`config.mk`:
```
export PLATFORM = sky130hd
export DESIGN_NAME = cp_dbranch_ctrl
export DESIGN_NICKNAME = d
export VERILOG_FILES = /design/src/rtl/cpdb_pkg.sv /design/src/rtl/cpdb_dec.sv /design/src/rtl/cpdb_target.sv /design/src/rtl/cpdb_seq.sv /design/src/rtl/cp_dbranch_ctrl.sv
export SDC_FILE = /design/constraint.sdc
export NUM_CORES = 1
export LEC_CHECK = 0
export CAP_MARGIN = 0
export CORE_AREA = 2 2 140 142
export CTS_CLUSTER_SIZE = 12
export DETAILED_ROUTE_END_ITERATION = 8
export DIE_AREA = 0 0 142 144
export GPL_TIMING_DRIVEN = 0
export PLACE_DENSITY = 0.79
export SLEW_MARGIN = 20
export SYNTH_ARGS = -nofsm -noshare
export SYNTH_HDL_FRONTEND = slang
export SYNTH_SLANG_ARGS = --single-unit
```
`constraint.sdc`:
```
create_clock -name clk -period 2.67 [get_ports clk]
set_input_delay 0.534 -clock clk [delete_from_list [all_inputs] [get_ports clk]]
set_output_delay 0.534 -clock clk [all_outputs]
set_load 0.02 [all_outputs]
```
`src/rtl/cpdb_pkg.sv`:
```
package cpdb_pkg;

    localparam int RESP_W     = 4;
    localparam int INSTR_STEP = 2;

    localparam logic [RESP_W-1:0] CODE_BUSY  = 4'h1;
    localparam logic [RESP_W-1:0] CODE_TRUE  = 4'h2;
    localparam logic [RESP_W-1:0] CODE_FALSE = 4'h3;

    typedef enum logic [2:0] {
        ST_IDLE,
        ST_WRITE_COND,
        ST_READ_RESP,
        ST_DECREMENT,
        ST_RESOLVE,
        ST_DONE
    } seq_state_t;

    typedef enum logic [1:0] {
        RK_BUSY,
        RK_TRUE,
        RK_FALSE,
        RK_BAD
    } resp_kind_t;

    typedef struct packed {
        logic cond_false;
        logic timed_out;
        logic bad_code;
    } outcome_t;

    function automatic resp_kind_t classify(input logic [RESP_W-1:0] code);
        resp_kind_t k;
        case (code)
            CODE_BUSY:  k = RK_BUSY;
            CODE_TRUE:  k = RK_TRUE;
            CODE_FALSE: k = RK_FALSE;
            default:    k = RK_BAD;
        endcase
        return k;
    endfunction

endpackage

```
`src/rtl/cpdb_dec.sv`:
```
module cpdb_dec #(
    parameter int DATA_W = 32,
    parameter int CNT_W  = 16
) (
    input  logic [DATA_W-1:0] in_word,
    output logic [DATA_W-1:0] out_word,
    output logic              expired
);
    logic [CNT_W-1:0] low_next;

    assign low_next = in_word[CNT_W-1:0] - CNT_W'(1);
    assign expired  = &low_next;

    generate
        if (DATA_W > CNT_W) begin : g_split
            assign out_word = {in_word[DATA_W-1:CNT_W], low_next};
        end else begin : g_full
            assign out_word = low_next;
        end
    endgenerate

endmodule

```
`src/rtl/cpdb_target.sv`:
```
module cpdb_target #(
    parameter int ADDR_W = 32,
    parameter int DISP_W = 16,
    parameter int STEP   = 2
) (
    input  logic [ADDR_W-1:0] scan_pc,
    input  logic [DISP_W-1:0] disp,
    input  logic              take,
    output logic [ADDR_W-1:0] next_pc
);
    localparam int EXT_W = ADDR_W - DISP_W;

    logic [ADDR_W-1:0] disp_ext;
    logic [ADDR_W-1:0] branch_pc;
    logic [ADDR_W-1:0] fall_pc;

    generate
        if (EXT_W > 0) begin : g_ext
            assign disp_ext = {{EXT_W{disp[DISP_W-1]}}, disp};
        end else begin : g_noext
            assign disp_ext = disp[ADDR_W-1:0];
        end
    endgenerate

    assign branch_pc = scan_pc + disp_ext;
    assign fall_pc   = scan_pc + ADDR_W'(STEP);
    assign next_pc   = take ? branch_pc : fall_pc;

endmodule

```
`src/rtl/cpdb_seq.sv`:
```
module cpdb_seq
    import cpdb_pkg::*;
#(
    parameter int TO_W = 8
) (
    input  logic              clk,
    input  logic              rst,
    input  logic              start,
    input  logic [TO_W-1:0]   timeout_limit,
    input  logic [RESP_W-1:0] resp_code,
    output logic              accept,
    output logic              cir_wr_en,
    output logic              cir_rd_en,
    output logic              dec_en,
    output logic              resolve_en,
    output logic              done,
    output outcome_t          outcome
);
    seq_state_t      state;
    logic [TO_W-1:0] wait_cnt;
    logic [TO_W-1:0] limit_q;
    resp_kind_t      kind;

    assign kind = classify(resp_code);

    always_ff @(posedge clk) begin
        if (rst) begin
            state    <= ST_IDLE;
            wait_cnt <= '0;
            limit_q  <= '0;
            outcome  <= '0;
        end else begin
            case (state)
                ST_IDLE: begin
                    if (start) begin
                        state    <= ST_WRITE_COND;
                        wait_cnt <= '0;
                        limit_q  <= timeout_limit;
                        outcome  <= '0;
                    end
                end
                ST_WRITE_COND: state <= ST_READ_RESP;
                ST_READ_RESP: begin
                    case (kind)
                        RK_TRUE: state <= ST_RESOLVE;
                        RK_FALSE: begin
                            outcome.cond_false <= 1'b1;
                            state              <= ST_DECREMENT;
                        end
                        RK_BUSY: begin
                            if (wait_cnt == limit_q) begin
                                outcome.timed_out <= 1'b1;
                                state             <= ST_RESOLVE;
                            end else begin
                                wait_cnt <= wait_cnt + TO_W'(1);
                            end
                        end
                        default: begin
                            outcome.bad_code <= 1'b1;
                            state            <= ST_RESOLVE;
                        end
                    endcase
                end
                ST_DECREMENT: state <= ST_RESOLVE;
                ST_RESOLVE:   state <= ST_DONE;
                ST_DONE:      state <= ST_IDLE;
                default:      state <= ST_IDLE;
            endcase
        end
    end

    assign accept     = (state == ST_IDLE) && start;
    assign cir_wr_en  = (state == ST_WRITE_COND);
    assign cir_rd_en  = (state == ST_READ_RESP);
    assign dec_en     = (state == ST_DECREMENT);
    assign resolve_en = (state == ST_RESOLVE);
    assign done       = (state == ST_DONE);


    wait_bound_chk: assert property (@(posedge clk) disable iff (rst)
        wait_cnt <= limit_q);


    done_pulse_chk: assert property (@(posedge clk) disable iff (rst)
        done |=> !done);


    write_follows_start_chk: assert property (@(posedge clk) disable iff (rst)
        accept |=> cir_wr_en);


    read_follows_write_chk: assert property (@(posedge clk) disable iff (rst)
        cir_wr_en |=> cir_rd_en);


    abort_kind_chk: assert property (@(posedge clk) disable iff (rst)
        $countones(outcome) <= 1);

endmodule

```
`src/rtl/cp_dbranch_ctrl.sv`:
```
module cp_dbranch_ctrl
    import cpdb_pkg::*;
#(
    parameter int DATA_W = 32,
    parameter int CNT_W  = 16,
    parameter int ADDR_W = 32,
    parameter int DISP_W = 16,
    parameter int SEL_W  = 16,
    parameter int IDX_W  = 3,
    parameter int TO_W   = 8
) (
    input  logic              clk,
    input  logic              rst,
    input  logic              start,
    input  logic [IDX_W-1:0]  reg_sel,
    input  logic [SEL_W-1:0]  sel_word,
    input  logic [DISP_W-1:0] disp_word,
    input  logic [ADDR_W-1:0] scan_pc,
    input  logic [TO_W-1:0]   timeout_limit,
    output logic              cir_wr_en,
    output logic [SEL_W-1:0]  cir_wr_data,
    output logic              cir_rd_en,
    input  logic [RESP_W-1:0] resp_code,
    output logic [IDX_W-1:0]  rf_rd_idx,
    input  logic [DATA_W-1:0] rf_rd_data,
    output logic              rf_wr_en,
    output logic [IDX_W-1:0]  rf_wr_idx,
    output logic [DATA_W-1:0] rf_wr_data,
    output logic [ADDR_W-1:0] next_pc,
    output logic              done,
    output logic              timeout_err,
    output logic              proto_err
);
    logic              accept;
    logic              dec_en;
    logic              resolve_en;
    outcome_t          outcome;

    logic [IDX_W-1:0]  idx_q;
    logic [SEL_W-1:0]  sel_q;
    logic [DISP_W-1:0] disp_q;
    logic [ADDR_W-1:0] scan_q;
    logic [DATA_W-1:0] wr_data_q;
    logic              expired_q;
    logic [ADDR_W-1:0] next_pc_q;

    logic [DATA_W-1:0] dec_word;
    logic              dec_expired;
    logic              take;
    logic [ADDR_W-1:0] target_pc;

    cpdb_seq #(.TO_W(TO_W)) u_seq (
        .clk           (clk),
        .rst           (rst),
        .start         (start),
        .timeout_limit (timeout_limit),
        .resp_code     (resp_code),
        .accept        (accept),
        .cir_wr_en     (cir_wr_en),
        .cir_rd_en     (cir_rd_en),
        .dec_en        (dec_en),
        .resolve_en    (resolve_en),
        .done          (done),
        .outcome       (outcome)
    );

    cpdb_dec #(.DATA_W(DATA_W), .CNT_W(CNT_W)) u_dec (
        .in_word  (rf_rd_data),
        .out_word (dec_word),
        .expired  (dec_expired)
    );

    assign take = outcome.cond_false && !expired_q;

    cpdb_target #(.ADDR_W(ADDR_W), .DISP_W(DISP_W), .STEP(INSTR_STEP)) u_target (
        .scan_pc (scan_q),
        .disp    (disp_q),
        .take    (take),
        .next_pc (target_pc)
    );

    always_ff @(posedge clk) begin
        if (rst) begin
            idx_q     <= '0;
            sel_q     <= '0;
            disp_q    <= '0;
            scan_q    <= '0;
            wr_data_q <= '0;
            expired_q <= 1'b0;
            next_pc_q <= '0;
        end else begin
            if (accept) begin
                idx_q     <= reg_sel;
                sel_q     <= sel_word;
                disp_q    <= disp_word;
                scan_q    <= scan_pc;
                expired_q <= 1'b0;
            end
            if (dec_en) begin
                wr_data_q <= dec_word;
                expired_q <= dec_expired;
            end
            if (resolve_en) begin
                next_pc_q <= target_pc;
            end
        end
    end

    assign cir_wr_data = sel_q;
    assign rf_rd_idx   = idx_q;
    assign rf_wr_idx   = idx_q;
    assign rf_wr_data  = wr_data_q;
    assign rf_wr_en    = done && outcome.cond_false;
    assign next_pc     = next_pc_q;
    assign timeout_err = done && outcome.timed_out;
    assign proto_err   = done && outcome.bad_code;


    generate
        if (DATA_W > CNT_W) begin : g_upper_chk
            upper_kept_chk: assert property (@(posedge clk) disable iff (rst)
                rf_wr_en |-> rf_wr_data[DATA_W-1:CNT_W] == rf_rd_data[DATA_W-1:CNT_W]);
        end
    endgenerate


    no_write_on_abort_chk: assert property (@(posedge clk) disable iff (rst)
        (timeout_err || proto_err) |-> !rf_wr_en);


    fall_through_chk: assert property (@(posedge clk) disable iff (rst)
        (done && !rf_wr_en) |-> next_pc == scan_q + ADDR_W'(INSTR_STEP));


    errors_only_with_done_chk: assert property (@(posedge clk) disable iff (rst)
        (timeout_err || proto_err) |-> done);

endmodule

```
==> results.sh <==
export IMPL_path_clk_slew_ns=0.07
export IMPL_p_clk_frac=0.395
export IMPL_combPwrFrac=0.206
export IMPL_drt_iter0_drc=523
export IMPL_drive_gt1_frac=0.0848
export IMPL_start_kind="register"
export IMPL_r2r_worst_path_cells=12
export IMPL_die_x_um=142
export IMPL_htreeDepth=4
export IMPL_ioPinCount=206
export IMPL_cp_max_fo=3
export IMPL_setup_slack_ns=-0.00407
export IMPL_critical_path_max_stage_delay_ns=0.36
export IMPL_cap_violations=0
export IMPL_drv_slew=0
export IMPL_syn_to_final_growth_pct=40.0
export IMPL_cp_slowest_cell="fa_2"
export IMPL_synth_edf_count=0
export IMPL_synth_most_common_cell="nand2_1"
export IMPL_rsz0062_at_grt="yes"
export IMPL_dp_cells=1544
export IMPL_synthCells=1101
export IMPL_synth_warnings=0
export IMPL_min_from="cir_wr_data[1]$_SDFFE_PP0P_"
export IMPL_power_uw=6430
export IMPL_crit_buf_inv=1
export IMPL_async_flop_share=0
export IMPL_yosys_area_top_type="dfxtp_1"
export IMPL_antenna_found_initial=0
export IMPL_yosysTopAreaCellShare=0.370
export IMPL_min_to="cir_wr_data[1]$_SDFFE_PP0P_"
export IMPL_post_layout_nonfiller_instances=1583
export IMPL_clock_skew_ns=0.0141
export IMPL_synth_nets=1251
export IMPL_post_route_drc_count=0
export IMPL_grt_pass1_vias=7906
export IMPL_design_core_area_mm2=0.0191
export IMPL_grt_max_degree=17
export IMPL_wl_um=26300
export IMPL_path_class="register to register"
export IMPL_synth_seq_cells=154
export IMPL_port_buffers=205
export IMPL_whs_ns=0.453
export IMPL_ir_drop_mv=0.392
export IMPL_clock_sinks=154
export IMPL_p_leak_uw=0.00424
export IMPL_setup_viol=1
export IMPL_crit_chain="ha_4 -> fa_2 -> a21oi_2 -> o211ai_1 -> a21oi_2 -> buf_4 -> nor3_2 -> a311o_1 -> a21oi_2 -> o21ai_2 -> mux2i_1 -> a21oi_1"
export IMPL_ant_nets=0
export IMPL_setup_tns_ns=-0.00407
export IMPL_swShare=0.295
export IMPL_hp_class="register to register"
export IMPL_grt_util_all_layers=0.250
export IMPL_wl_per_cell_um=16.6
export IMPL_status="finished with violations"
export IMPL_power_internal_uw=4530
export IMPL_r2r_end="next_pc[30]$_SDFFE_PP0P_"
export IMPL_cts_root_buf="clkbuf_16"
export IMPL_place_hpwl_um=19300
export IMPL_start_util=0.437
export IMPL_period_share=1.00
export IMPL_diodes=0
export IMPL_r2r_slack_ns=-0.004
export IMPL_seq_power_share=0.399
export IMPL_row_count=51
export IMPL_hold_viol=0
export IMPL_ys_top_cells_by_count="nand2_1 (266), dfxtp_1 (154), a21oi_1 (146), nor2_1 (87), clkbuf_1 (55)"
export IMPL_syn_avg_cell_area_um2=7.57
export IMPL_ys_types=64
export IMPL_critPathCaptureType="register"
export IMPL_grt_overflow_total=0
export IMPL_n_fill_cell=1681
export IMPL_slew_headroom=0.470
export IMPL_grt_pass1_wl_um=40300
export IMPL_cts_buffer_depth=2
export IMPL_viasPerCell=5.44
export IMPL_power_switching_uw=1900
export IMPL_vias=8615
export IMPL_finalNetCount=1484
export IMPL_gp_congestion=0.963
export IMPL_cts_buffers=17
export IMPL_powerDensity_mw_per_mm2=551
export IMPL_r2r_start="disp_q[0]$_SDFFE_PP0P_"
export IMPL_required_ns=2.94
export IMPL_netlist_top_cells_area="dfxtp_1 (37%), nand2_1 (12%), a21oi_1 (8.8%)"
export IMPL_cp_arrival_ns=2.94
export IMPL_cp_common_cell="a21oi_2"
export IMPL_whs_path_depth=2
export IMPL_chipHeight_um=144
export IMPL_clock_latency_ns=0.43
export IMPL_max_freq_ghz=0.374
export IMPL_cts_tree="yes"
export IMPL_synth_seq_area_share=0.370
export IMPL_fin_crit_ns=2.67
export IMPL_first_pass_iters=5
export IMPL_failed_checks="setup timing"
export IMPL_netlist_area_mm2=0.00833
export IMPL_synthFlopType="dfxtp_1"
export IMPL_holdBufCountCts=0
export IMPL_worst_pin_slew_ns=0.795
export IMPL_critical_path_top_delay_family="compound AO/OA/AOI/OAI gates"
export IMPL_die_area_mm2=0.0204
per-stage QoR:
step / cell area, µm² / worst slack, ns / util
after global placement: 10700 / -0.317 / 0.560
final: 11700 / -0.00407 / 0.611
after detailed placement: 10700 / -0.326 / 0.560
after global routing: 11700 / -0.149 / 0.611
after floorplan: 8330 / 0.0968 / -
after CTS: 11500 / 0.00738 / 0.602
placed cells by master (no fill, tap or decap), types with 27 or more instances in the layout:
master	count
a21oi_1	138
clkbuf_1	53
clkdlybuf4s50_1	205
dfxtp_1	138
nand2_1	266
nand3_1	28
nor2_1	85
o21ai_0	27
xnor2_1	42
xor2_1	36
logic make-up after synthesis:
group / count (synthesis) / share of synthesized area
XOR/XNOR: 78 / 0.0820
AND/OR/NAND/NOR: 477 / 0.249
buffers and inverters: 75 / 0.0353
multiplexers: 6 / 0.00751
flip-flops: 154 / 0.370
AO/OA/AOI/OAI: 275 / 0.201
adder cells (fa/ha/maj): 36 / 0.0550
state kept, by name, indices dropped and copies added, names as in the netlist:
signal / flops
cir_wr_data: 16
disp_q: 16
u_seq.wait_cnt: 8
u_seq.limit_q: 8
rf_rd_idx: 3
next_pc: 32
rf_wr_data: 32
u_seq.outcome: 3
u_seq.state: 3
expired_q: 1
scan_q: 32
worst max path at each step:
| stage | endpoint | cells past startpoint | from |
|---|---|---|---|
| 2_1_floorplan | next_pc[27]$_SDFFE_PP0P_ | 10 | disp_q[15]$_SDFFE_PP0P_ |
| 3_3_place_gp | next_pc[30]$_SDFFE_PP0P_ | 11 | disp_q[0]$_SDFFE_PP0P_ |
| 3_5_place_dp | next_pc[30]$_SDFFE_PP0P_ | 11 | disp_q[0]$_SDFFE_PP0P_ |
| 4_1_cts | next_pc[27]$_SDFFE_PP0P_ | 10 | disp_q[15]$_SDFFE_PP0P_ |
| 5_1_grt | next_pc[30]$_SDFFE_PP0P_ | 12 | disp_q[0]$_SDFFE_PP0P_ |
| 6_report | next_pc[30]$_SDFFE_PP0P_ | 12 | disp_q[0]$_SDFFE_PP0P_ |
per-layer routing:
layer	share of wire	GRT usage	wire length, µm	vias to the layer above
met5	0	0	0	-
met2	0.47	0.408	12300	289
met3	0.062	0.0513	1640	46
met1	0.44	0.324	11600	3989
li1	-	-	-	4291
met4	0.030	0.106	790	0
area by class of cell:
cell class	count	area, µm²	area share
buffer	63	250	0.0215
clock inverter	11	163	0.0139
tap	238	298	0.0255
timing repair buffer	216	2130	0.183
multi-input combinational	872	5220	0.448
sequential	154	3120	0.267
clock buffer	19	443	0.0380
inverter	10	37.5	0.00322
power groups by stage:
stage | Clock (µW) | Combinational (µW) | Sequential, µW
detailed placement | 0 | 1230 | 2610
CTS | 2570 | 1280 | 2560
global route | 2670 | 1440 | 2580
global placement | 0 | 1220 | 2600
floorplan | 0 | 680 | 2630
finish | 2540 | 1320 | 2570
worst min-delay path, cell delays in order (launching register included):
cell and delay (ns):
dfxtp_1 0.31, nand2_1 0.05, a21oi_1 0.05
repair_timing:
action                     4_1_cts  5_1_grt
gates resized for setup         28       47
setup buffers                    8        3
pin swaps                        7       16
setup endpoints to repair       15       70
Power figures use the tool's default switching activity.
